File: src/rtl/upc_pkg.sv
package upc_pkg;

  localparam int OSC_W = 3;

  typedef enum logic [1:0] {
    MODE_STOP = 2'd0,
    MODE_HOLD = 2'd1,
    MODE_RUN  = 2'd2
  } osc_mode_e;

  // 010 runs everything, 11x keeps the oscillator alive with the divider held,
  // anything else stops both.
  function automatic osc_mode_e decode_osc(input logic [OSC_W-1:0] code);
    if (code == 3'b010)
      return MODE_RUN;
    else if (code[2:1] == 2'b11)
      return MODE_HOLD;
    else
      return MODE_STOP;
  endfunction

endpackage

File: src/rtl/upc_osc_decode.sv
module upc_osc_decode
  import upc_pkg::*;
(
  input  logic             clk,
  input  logic             rst,
  input  logic [OSC_W-1:0] osc_ctl,
  output logic             run,
  output logic             osc_en
);

  osc_mode_e mode;

  always_comb mode = decode_osc(osc_ctl);

  assign run = (mode == MODE_RUN);

  always_ff @(posedge clk) begin
    if (rst) osc_en <= 1'b0;
    else     osc_en <= (mode != MODE_STOP);
  end

endmodule

File: src/rtl/upc_divider.sv
module upc_divider #(
  parameter int SEC_TICKS   = 32768,
  parameter int GUARD_TICKS = 8
) (
  input  logic clk,
  input  logic rst,
  input  logic tick,
  input  logic run,
  output logic wrap,
  output logic enter_warn
);

  localparam int             CW       = $clog2(SEC_TICKS);
  localparam logic [CW-1:0]  LAST     = CW'(SEC_TICKS - 1);
  localparam logic [CW-1:0]  RESTART  = CW'(SEC_TICKS / 2);
  localparam logic [CW-1:0]  WARN_PRE = CW'(SEC_TICKS - GUARD_TICKS - 1);

  logic [CW-1:0] cnt;

  // Held at the half-second point whenever the chain is not running, so the
  // first update after enabling lands half a second later.
  always_ff @(posedge clk) begin
    if (rst || !run)
      cnt <= RESTART;
    else if (tick)
      cnt <= (cnt == LAST) ? '0 : cnt + CW'(1);
  end

  assign wrap       = run & tick & (cnt == LAST);
  assign enter_warn = run & tick & (cnt == WARN_PRE);

endmodule

File: src/rtl/upc_window.sv
module upc_window #(
  parameter int UPD_TICKS = 66
) (
  input  logic clk,
  input  logic rst,
  input  logic tick,
  input  logic run,
  input  logic inhibit,
  input  logic wrap,
  input  logic enter_warn,
  output logic uip,
  output logic strobe,
  output logic active
);

  localparam int            UW       = $clog2(UPD_TICKS + 1);
  localparam logic [UW-1:0] UCNT_END = UW'(UPD_TICKS - 1);

  logic [UW-1:0] ucnt, ucnt_n;
  logic          start, end_win, act_n, uip_n;

  // An update launches only if the flag has been up for the whole guard time.
  assign start   = wrap & uip;
  assign end_win = !start & active & tick & (ucnt == UCNT_END);

  always_comb begin
    act_n  = active;
    ucnt_n = ucnt;
    if (start) begin
      act_n  = 1'b1;
      ucnt_n = '0;
    end else if (active && tick) begin
      if (end_win) begin
        act_n  = 1'b0;
        ucnt_n = '0;
      end else begin
        ucnt_n = ucnt + UW'(1);
      end
    end
    uip_n = enter_warn | (uip & !end_win);
  end

  always_ff @(posedge clk) begin
    if (rst || !run || inhibit) begin
      uip    <= 1'b0;
      strobe <= 1'b0;
      active <= 1'b0;
      ucnt   <= '0;
    end else begin
      uip    <= uip_n;
      strobe <= start;
      active <= act_n;
      ucnt   <= ucnt_n;
    end
  end

  p_strobe_warned_r4: assert property (@(posedge clk) disable iff (rst)
    strobe |-> $past(uip))
    else $error("strobe without prior warning");

  p_strobe_single_r5: assert property (@(posedge clk) disable iff (rst)
    strobe |=> !strobe)
    else $error("strobe longer than one cycle");

  p_window_opens_r5: assert property (@(posedge clk) disable iff (rst)
    $rose(active) |-> strobe)
    else $error("window opened without strobe");

  p_uip_until_end_r6: assert property (@(posedge clk) disable iff (rst)
    $fell(uip) |-> ($fell(active) || $past(inhibit) || !$past(run)))
    else $error("flag dropped before window end");

  p_inhibit_clears_r7: assert property (@(posedge clk) disable iff (rst)
    $past(inhibit) |-> (!uip && !active && !strobe))
    else $error("inhibit did not clear outputs");

  p_halt_quiet_r9: assert property (@(posedge clk) disable iff (rst)
    !$past(run) |-> (!uip && !active && !strobe))
    else $error("activity while divider stopped");

endmodule

File: src/rtl/upd_cycle_ctrl.sv
module upd_cycle_ctrl #(
  parameter int SEC_TICKS   = 32768,
  parameter int GUARD_TICKS = 8,
  parameter int UPD_TICKS   = 66
) (
  input  logic       clk,
  input  logic       rst,
  input  logic       tick,
  input  logic [2:0] osc_ctl,
  input  logic       set_inhibit,
  output logic       uip,
  output logic       upd_strobe,
  output logic       upd_active,
  output logic       osc_en
);

  logic run, wrap, enter_warn;

  upc_osc_decode u_dec (
    .clk     (clk),
    .rst     (rst),
    .osc_ctl (osc_ctl),
    .run     (run),
    .osc_en  (osc_en)
  );

  upc_divider #(
    .SEC_TICKS   (SEC_TICKS),
    .GUARD_TICKS (GUARD_TICKS)
  ) u_div (
    .clk        (clk),
    .rst        (rst),
    .tick       (tick),
    .run        (run),
    .wrap       (wrap),
    .enter_warn (enter_warn)
  );

  upc_window #(
    .UPD_TICKS (UPD_TICKS)
  ) u_win (
    .clk        (clk),
    .rst        (rst),
    .tick       (tick),
    .run        (run),
    .inhibit    (set_inhibit),
    .wrap       (wrap),
    .enter_warn (enter_warn),
    .uip        (uip),
    .strobe     (upd_strobe),
    .active     (upd_active)
  );

endmodule

File: config.mk
export PLATFORM = sky130hd
export DESIGN_NAME = upd_cycle_ctrl
export DESIGN_NICKNAME = d
export VERILOG_FILES = /design/src/rtl/upc_pkg.sv /design/src/rtl/upc_osc_decode.sv /design/src/rtl/upc_divider.sv /design/src/rtl/upc_window.sv /design/src/rtl/upd_cycle_ctrl.sv
export SDC_FILE = /design/constraint.sdc
export NUM_CORES = 1
export LEC_CHECK = 0
export BUFFER_PORTS_ARGS = -buffer_cell sky130_fd_sc_hd__buf_2
export CAP_MARGIN = 15
export CORE_UTILIZATION = 36
export CTS_CLUSTER_DIAMETER = 60
export DETAILED_ROUTE_END_ITERATION = 12
export PLACE_DENSITY = 0.63
export SYNTH_ARGS = -nofsm -noshare
export SYNTH_HDL_FRONTEND = slang
export SYNTH_HIERARCHICAL = 1
export SYNTH_SLANG_ARGS = --single-unit
File: constraint.sdc
create_clock -name clk -period 4.89 [get_ports clk]
set_input_delay 0.489 -clock clk [delete_from_list [all_inputs] [get_ports clk]]
set_output_delay 0.489 -clock clk [all_outputs]
set_load 0.005 [all_outputs]
==> results by stage, run 1 <==
Outcome:
- The run finished with clean final reports.

Setup path:
- The family of cells with the greatest summed delay on the critical path is simple AND/OR/NAND/NOR gates.
- STA classifies the critical path endpoint as a flop.
- The setup path with the least slack is of type reg2reg.
- The number of buffers and inverters on the critical path is 0.
- In this design, the stage delay of the slowest critical-path cell is 0.61 ns.
- The type of element launching the critical path is a flop.
- The critical path required time is 5.08 ns.
- In this run the worst path has a maximum fanout of 11.
- The data arrival at the endpoint of the critical path is 2.28 ns.
- The standard cell with the maximum stage delay on the critical path is o21ai_1.
- The signal on the critical path passes through nand4_1 -> or4_1 -> o21ai_1 -> nor2_1.

Layout:
- Measured on the finished design, the core utilization comes to 42.1%.
- The final layout contains 167 nets.
- The finished cells cover 1410 um2.
- Leaving out fill and tap cells, the most frequent cells in the layout are dfxtp_1 (26), nor2_1 (16), nand2_1 (11), buf_2 (10), xnor2_1 (10).
- The most common library cell in the layout ignoring fill and taps is dfxtp_1.
- Cells with a size suffix above 1 make up 12.9% of the layout.
- The growth of design area from synthesis to finish is 11.7%.
- The number of standard cells in the layout, taps in and fillers out is 201.
- The antenna diode count is 0.

Floorplanning:
- The placeable core region is 3340 um2.
- The initialized floorplan defines 21 standard-cell rows.
- The area of the die is 3740 um2.
- Once the floorplan was initialized, standard cells occupied 37.7% of the core.
- In this run the vertical extent of the chip is 61.1 um.
- The I/O pin total is 11.
- From left edge to right edge, the die measures 61.1 um.

STA:
- Hold timing on the final database bottoms out at a slack of 0.383 ns.
- The transition time at the pin with the least slew margin is 0.730 ns.
- The hold violation count in the final report is 0.
- The post-route fraction of the period consumed by the critical path is 42.7%.
- The count of final setup violators is 0.
- Headroom to the max-slew limit came out at 51.0%.
- The post-route clock skew is 0.00564 ns.
- The accumulated negative setup slack is 0 ns.
- Setup repair after global routing left no endpoint under its margin.
- The number of max-slew violations in the final report is 0.
- The setup slack after layout is 2.80 ns.
- For the finished layout, the period the worst path requires is 2.09 ns.
- The timing-limited maximum frequency is 479 MHz.

Pwr:
- The power per standard cell area is 262 nW/um2.
- Net switching is 18.8% of the power.
- VDD sags by at most 0.245 mV.
- The share of total power dissipated in combinational logic is 2.5%.
- The proportion of power drawn by the clock network is 39.8%.
- The static leakage is 0.453 nW.
- Total power for the finished layout comes to 369 uW.
- The switching power is 69.5 uW.
- The portion of total power attributed to sequential cells is 57.7%.
- The internal power is 299 uW.

Synthesis:
- The synthesized netlist occupies a cell area of 1260 um2.
- The number of cells produced by synthesis is 143.
- The synthesized design devotes to its leading area cell type 41.4% of total area.
- Yosys printed 6 warnings.
- The number of flops mapped to enable cells by yosys is 0.
- The synthesized design contains 26 register bits.
- After synthesis, the mean cell area works out to 8.80 um2.
- After synthesis, the netlist uses 33 different library cells.
- In the post-synthesis netlist, the biggest area contributors are dfxtp_1 (41%), xnor2_1 (7.0%), nor2_1 (4.8%).
- The most used flip-flop cell after synthesis is dfxtp_1.
- The library cell occupying the most area in the post-synthesis netlist is dfxtp_1.
- The net count after synthesis is 154.
- After synthesis, the share of flip-flops with an asynchronous set or reset is 0%.
- The share of the Yosys chip area taken by registers is 41.4%.

Global routing:
- The number of global-route vias before repair is 1037.
- The sum of overflow across all layers after global routing is 0.
- The largest net degree at the start of global routing is 16.
- The number of antenna violations at the first check in global routing is 0.
- The first global-routing pass estimated 4330 um of wire.
- Global routing used 15.4% of the available tracks across all layers.

Job:
- The max-capacitance violation count is 0.

Placement:
- The post-detailed-placement half-perimeter wirelength is 1900 um.
- Timing analysis after detailed placement gives a worst setup slack of 2.73 ns.
- The area of placed instances is 1350 um2.
- The congestion estimate from routability-driven global placement came to 0.784.
- After detailed placement, the design holds a cell count of 197.
- The count of buffers added on input and output ports is 10.

Routing:
- The detailed router finished its first iteration with 50 violations.
- The count of nets left with antenna violations once routing finished came out at 0.
- Wires add up to 2440 um.
- The met2 wirelength from detailed routing is 1280 um.
- The uppermost metal layer occupied by signal nets is met4.
- In the routed design, unresolved DRC markers number 0.
- The first detailed-routing pass took 4 iterations.
- The met1 wire length is 1080 um.
- The met3 wire length is 57 um.
- Dividing the detail-routed wire length by the instance count gives 12.1 um.
- The detailed-route via count is 1026.
- In the routed layout, each cell is associated on average with a via count of 5.10.

Clock network:
- Clock-pin slew was measured on the worst setup and hold paths at 0.14 ns.
- CTS built an H-tree with a depth of 1.
- The clock tree buffer depth is 2.
- Post-CTS timing repair inserted 0 buffers for setup.
- The root buffer selected by CTS is clkbuf_4.
- The number of buffers inserted by hold repair at cts is 0.
- The number of gates given a new drive strength after cts is 0.
- The clock insertion delay at the later pin of the skew report is 0.32 ns.
- The clock drives 26 sinks.
- Buffers inserted during clock tree synthesis total 3.
- TritonCTS built the clock tree.

Worst hold path:
- The worst hold path belongs to the class in2reg.
-- state kept, by name, indices dropped and copies added, names as in the netlist --
signal,count
u_div/cnt,15
u_win/strobe,1
u_win/uip,1
u_dec/osc_en,1
u_win/ucnt,7
u_win/active,1
-- path summary, 6_finish.rpt --
kind              slack [ns]  depth (start not counted)           from             to
setup / recovery        2.80                          4   u_div/cnt[6]   u_div/cnt[8]
hold / removal          0.38                          2            rst   u_dec/osc_en
hold reg to reg         0.50                          2  u_win/ucnt[6]  u_win/ucnt[6]
setup reg to reg        2.80                          4   u_div/cnt[6]   u_div/cnt[8]
-- power by group through the flow --
stage,clock network [mW],logic [mW],registers (mW)
floorplan,0,0.00489,0.217
CTS,0.154,0.00925,0.213
finish,0.147,0.00912,0.213
global route,0.162,0.00995,0.213
global placement,0,0.00884,0.217
detailed placement,0,0.00926,0.217
-- worst register-to-register path: stages (launching register included) --
cell and delay, ns:
dfxtp_1 0.44, nand4_1 0.20, or4_1 0.58, o21ai_1 0.61, nor2_1 0.13
-- area by class of cell --
class                           instances  area, um2
Clock inverter                          1       30.0
Multi-Input combinational cell        110        707
Tap cell                               46       57.6
Sequential cell                        26        520
Fill cell                             350       1930
Clock buffer                            3       22.5
Inverter                                5       18.8
Timing Repair Buffer                   10       50.0
-- logic make-up (layout without fill, tap and decap cells) --
kind of cell	Yosys count	in the layout	synth area share (%)
buf+inv	7	19	2.49
flops	26	26	41.4
compound gates	17	17	7.65
xor+xnor	14	14	9.74
simple gates	75	75	34.8
fa+ha+maj	4	4	3.98
-- synthesized netlist by cell type (2+ instances only) --
library cell	n
dfxtp_1	26
nor2_1	16
nand2_1	11
xnor2_1	10
o21ai_0	9
nand3_1	8
nand4_1	7
or3_1	6
a21oi_1	5
inv_1	5
ha_1	4
nor3_1	4
xor2_1	4
nand3b_1	3
nor4_1	3
and2_1	2
nor2b_1	2
o21ai_1	2
or4_1	2
-- layer usage --
layer / track usage [%] / vias up
li1: - / 534
met1: 16.6 / 471
met2: 30.1 / 19
met3: 3.78 / 2
met4: 3.25 / 0
met5: 0 / -
No activity file was read; power rests on OpenSTA's default activity.
==> run 2, diff against run 1 <==
--- a/config.mk
+++ b/config.mk
@@ -5,12 +5,13 @@
 export SDC_FILE = /design/constraint.sdc
 export NUM_CORES = 1
 export LEC_CHECK = 0
+export ABC_AREA = 1
 export BUFFER_PORTS_ARGS = -buffer_cell sky130_fd_sc_hd__buf_2
 export CAP_MARGIN = 15
 export CORE_UTILIZATION = 36
 export CTS_CLUSTER_DIAMETER = 60
 export DETAILED_ROUTE_END_ITERATION = 12
-export PLACE_DENSITY = 0.63
+export PLACE_DENSITY = 0.64
 export SYNTH_ARGS = -nofsm -noshare
 export SYNTH_HDL_FRONTEND = slang
 export SYNTH_HIERARCHICAL = 1
==> constraint.sdc (replaced) <==
create_clock -name clk -period 1.9 [get_ports clk]
set_input_delay 0.19 -clock clk [delete_from_list [all_inputs] [get_ports clk]]
set_output_delay 0.19 -clock clk [all_outputs]
set_load 0.005 [all_outputs]
==> results by stage, run 2 <==
Job:
- The max-capacitance violation count was 0 (unchanged).

Setup path:
- The setup slack on the worst flop-to-flop path is 0.24 ns (was 2.80 ns).
- The peak per-stage delay on the critical path was 0.40 ns (was 0.61 ns).
- The type of the worst setup path is reg2reg (unchanged).
- The most frequent cell on the critical path is nor2_2.
- The highest fanout seen on the critical path is 4 (was 11).
- List of cells traversed by the critical path: ha_1 -> nand4_1 -> nor2_2 -> nand3_1 -> nor2_1 -> nand2_1 -> inv_1 -> nor2_2 -> o21ai_2 -> a21oi_1 (was nand4_1 -> or4_1 -> o21ai_1 -> nor2_1).
- The critical path endpoint category is a flop (unchanged).
- The capture instance of the worst register-to-register path is u_win/ucnt[0] (was u_div/cnt[8]).
- The data arrival at the endpoint of the critical path is 1.83 ns (was 2.28 ns).
- The number of cells on the worst reg-to-reg path is 10 (was 4).
- The beginning of the worst register-to-register path is u_div/cnt[0] (was u_div/cnt[6]).
- The type of element launching the critical path is a flop (unchanged).
- The critical path required time is 2.07 ns (was 5.08 ns).
- The standard cell with the maximum stage delay on the critical path is dfxtp_1 (was o21ai_1).

Floorplanning:
- The starting utilization of the core area came to 37.9% (was 37.7%).
- The area of the die is 4130 um2 (was 3740 um2).
- The die boundary height is 64.3 um (was 61.1 um).
- The x dimension of the die is 64.3 um (was 61.1 um).
- The site row count came to 22 (was 21).
- The I/O pin total is 11 (unchanged).
- The placeable core region is 3690 um2 (was 3340 um2).

STA:
- The number of max-slew violations in the final report is 0 (unchanged).
- The count of final setup violators is 0 (unchanged).
- The timing-limited maximum frequency was 601 MHz (was 479 MHz).
- The post-route clock skew is 0.00603 ns (was 0.00564 ns).
- The accumulated negative setup slack is 0 ns (unchanged).
- Unrepaired setup endpoints after global routing: false (unchanged).
- The post-layout minimum cycle time was 1.66 ns (was 2.09 ns).
- The worst slew slack as a fraction of its limit is 78.6% (was 51.0%).
- The setup slack after layout is 0.236 ns (was 2.80 ns).
- The transition time at the pin with the least slew margin was 0.320 ns (was 0.730 ns).
- The post-route fraction of the period consumed by the critical path was 87.6% (was 42.7%).
- The hold violation count in the final report was 0 (unchanged).
- The worst hold slack across all endpoints is 0.137 ns (was 0.383 ns).

Routing:
- The vias per cell was 4.54 (was 5.10).
- The detailed-route via count was 1180 (was 1026).
- The total DRC errors in the routed layout is 0 (unchanged).
- The per-cell routed wire length is 9.83 um (was 12.1 um).
- The number of optimization iterations in the first detailed-route pass came to 6 (was 4).
- The count of routing violations after the opening detailed-route iteration is 30 (was 50).
- The overall routed net length was 2560 um (was 2440 um).
- The number of routed nets with antenna violations is 0 (unchanged).

Worst hold path:
- The hold-critical path depth came to 3 (was 2).
- The worst hold path endpoint is u_dec/osc_en (unchanged).
- The worst min-delay path class is in2reg (unchanged).
- The launch point of the worst hold path was osc_ctl[2] (was rst).

Global routing:
- The number of global-route vias before repair is 1100 (was 1037).
- The number of antenna violations at the first check in global routing was 0 (unchanged).
- The first-pass GRT wire length came to 4520 um (was 4330 um).
- The largest net degree at the start of global routing is 15 (was 16).
- The sum of overflow across all layers after global routing is 0 (unchanged).
- The global routing usage summed across all routing layers is 13.9% (was 15.4%).

Placement:
- The post-place setup slack came to 0.247 ns (was 2.73 ns).
- The final estimated routing congestion in global placement is 0.861 (was 0.784).
- The number of placed instances, taps included was 256 (was 197).
- The area of placed instances is 1530 um2 (was 1350 um2).
- The post-detailed-placement half-perimeter wirelength is 2010 um (was 1900 um).
- The number of I/O port buffers came to 10 (unchanged).

Clock network:
- The number of buffers inserted during clock tree synthesis was 3 (unchanged).
- The root buffer selected by CTS is clkbuf_8 (was clkbuf_4).
- The clock insertion delay at the later pin of the skew report is 0.27 ns (was 0.32 ns).
- The clock-pin slew on the worst setup and hold paths was 0.09 ns (was 0.14 ns).
- The number of buffers inserted by hold repair at cts is 0 (unchanged).
- The clock sink count is 26 (unchanged).
- The total number of H-tree levels was 1 (unchanged).
- The number of gates given a new drive strength after cts is 0 (unchanged).
- The clock tree from TritonCTS is yes (unchanged).
- The clock tree buffer depth was 2 (unchanged).
- The number of setup buffers added after CTS was 0 (unchanged).

Layout:
- The share of cells above drive strength 1 was 21.7% (was 12.9%).
- The largest register by flop count is u_div/cnt (unchanged).
- The final design utilization is 43.0% (was 42.1%).
- The cell area after layout was 1590 um2 (was 1410 um2).
- The post-layout net count was 224 (was 167).
- The flip-flop count of the largest register, all copies and words added is 15 (unchanged).
- The growth of design area from synthesis to finish is 13.6% (was 11.7%).
- The number of standard cells in the layout, taps in and fillers out is 260 (was 201).
- The most common library cell in the layout ignoring fill and taps is nand2_1 (was dfxtp_1).
- Leading registers by flop count: u_div/cnt x15, u_win/ucnt x7 (unchanged).
- The antenna diode count is 0 (unchanged).
- Commonest non-fill, non-tap cells in the layout: nand2_1 (39), nor2_1 (32), dfxtp_1 (26), inv_1 (25), nor2_2 (12) (was dfxtp_1 (26), nor2_1 (16), nand2_1 (11), buf_2 (10), xnor2_1 (10)).

Pwr:
- The static leakage is 0.657 nW (was 0.453 nW).
- The sum of internal, switching and leakage power is 935 uW (was 369 uW).
- The peak supply drop is 0.501 mV (was 0.245 mV).
- The power per standard cell area is 590 nW/um2 (was 262 nW/um2).

Outcome:
- Status: completed (unchanged).

Synthesis:
- The number of cells produced by synthesis is 195 (was 143).
- The share of the synthesized area in the top cell type is 37.3% (was 41.4%).
- Dominant cells by area after synthesis: dfxtp_1 (37%), nand2_1 (10%), nor2_1 (8.6%) (was dfxtp_1 (41%), xnor2_1 (7.0%), nor2_1 (4.8%)).
- The number of flops mapped to enable cells by yosys is 0 (unchanged).
- The share of synthesized area occupied by flip-flops and latches is 37.3% (was 41.4%).
- The post-synthesis area per instance is 7.16 um2 (was 8.80 um2).
- The total of warnings raised by yosys is 6 (unchanged).
- The leading register cell type out of synthesis is dfxtp_1 (unchanged).
- The most common cell in the synthesized netlist is nand2_1 (was dfxtp_1).
- The combined area of all synthesized cells is 1400 um2 (was 1260 um2).
- The synthesis-stage register bit count is 26 (unchanged).
- The proportion of register bits with asynchronous set or reset after synthesis came to 0% (unchanged).
- The net count after synthesis is 206 (was 154).
- The number of unique standard cell types used by synthesis is 25 (was 33).
- The library cell occupying the most area in the post-synthesis netlist is dfxtp_1 (unchanged).
- Commonest cells in the netlist: nand2_1 (39), nor2_1 (32), dfxtp_1 (26) (was dfxtp_1 (26), nor2_1 (16), nand2_1 (11)).
==> run 2: cell type report <==
class	count	area [um2]
Multi-Input combinational cell	141	769
Tap cell	48	60.1
Fill cell	405	2100
Timing Repair Buffer	14	80.1
Inverter	27	101
Clock buffer	4	55.1
Sequential cell	26	520
==> run 2: worst max-delay path by stage <==
stage,slack [ns],cells after the start,endpoint,start
after floorplan,0.33,10,u_win/ucnt[1],u_div/cnt[0]
after global placement,0.32,10,u_win/ucnt[1],u_div/cnt[0]
after detailed placement,0.25,10,u_win/ucnt[1],u_div/cnt[0]
after CTS,0.23,10,u_win/ucnt[1],u_div/cnt[0]
after global routing,0.007,11,u_win/ucnt[1],u_div/cnt[0]
final,0.24,10,u_win/ucnt[0],u_div/cnt[0]
==> run 2: worst max-delay path, delay by kind of cell (launching register included) <==
| kind | cells | cell delay, ns |
|---|---|---|
| adder cells (fa/ha/maj) | 1 | 0.19 |
| buffers and inverters | 1 | 0.11 |
| AO/OA/AOI/OAI | 2 | 0.14 |
| AND/OR/NAND/NOR | 6 | 0.72 |
| flip-flops | 1 | 0.40 |
==> run 2: cells by family (layout without fill, tap and decap cells) <==
family	count (synthesis)	in the layout	share of synthesized area (%)
buffers and inverters	28	45	7.62
xor gates and xnor gates	11	11	6.90
adders and majority gates	4	4	3.58
DFF	26	26	37.3
AOI/OAI and AO/OA	10	10	4.30
and+or+nand+nor	116	116	40.3
==> run 2: per-layer routing <==
| metal | global-route usage, % | vias up | wire, um |
|---|---|---|---|
| li1 | - | 642 | - |
| met1 | 16.6 | 527 | 1290 |
| met2 | 24.5 | 9 | 1190 |
| met3 | 3.75 | 2 | 63 |
| met4 | 3.33 | 0 | 12 |
| met5 | 0 | - | 0 |
==> run 2: where the power goes <==
group / switching [mW] / internal [mW]
combinational: 0.0173 / 0.0111
clock: 0.175 / 0.185
sequential: 0.000690 / 0.546
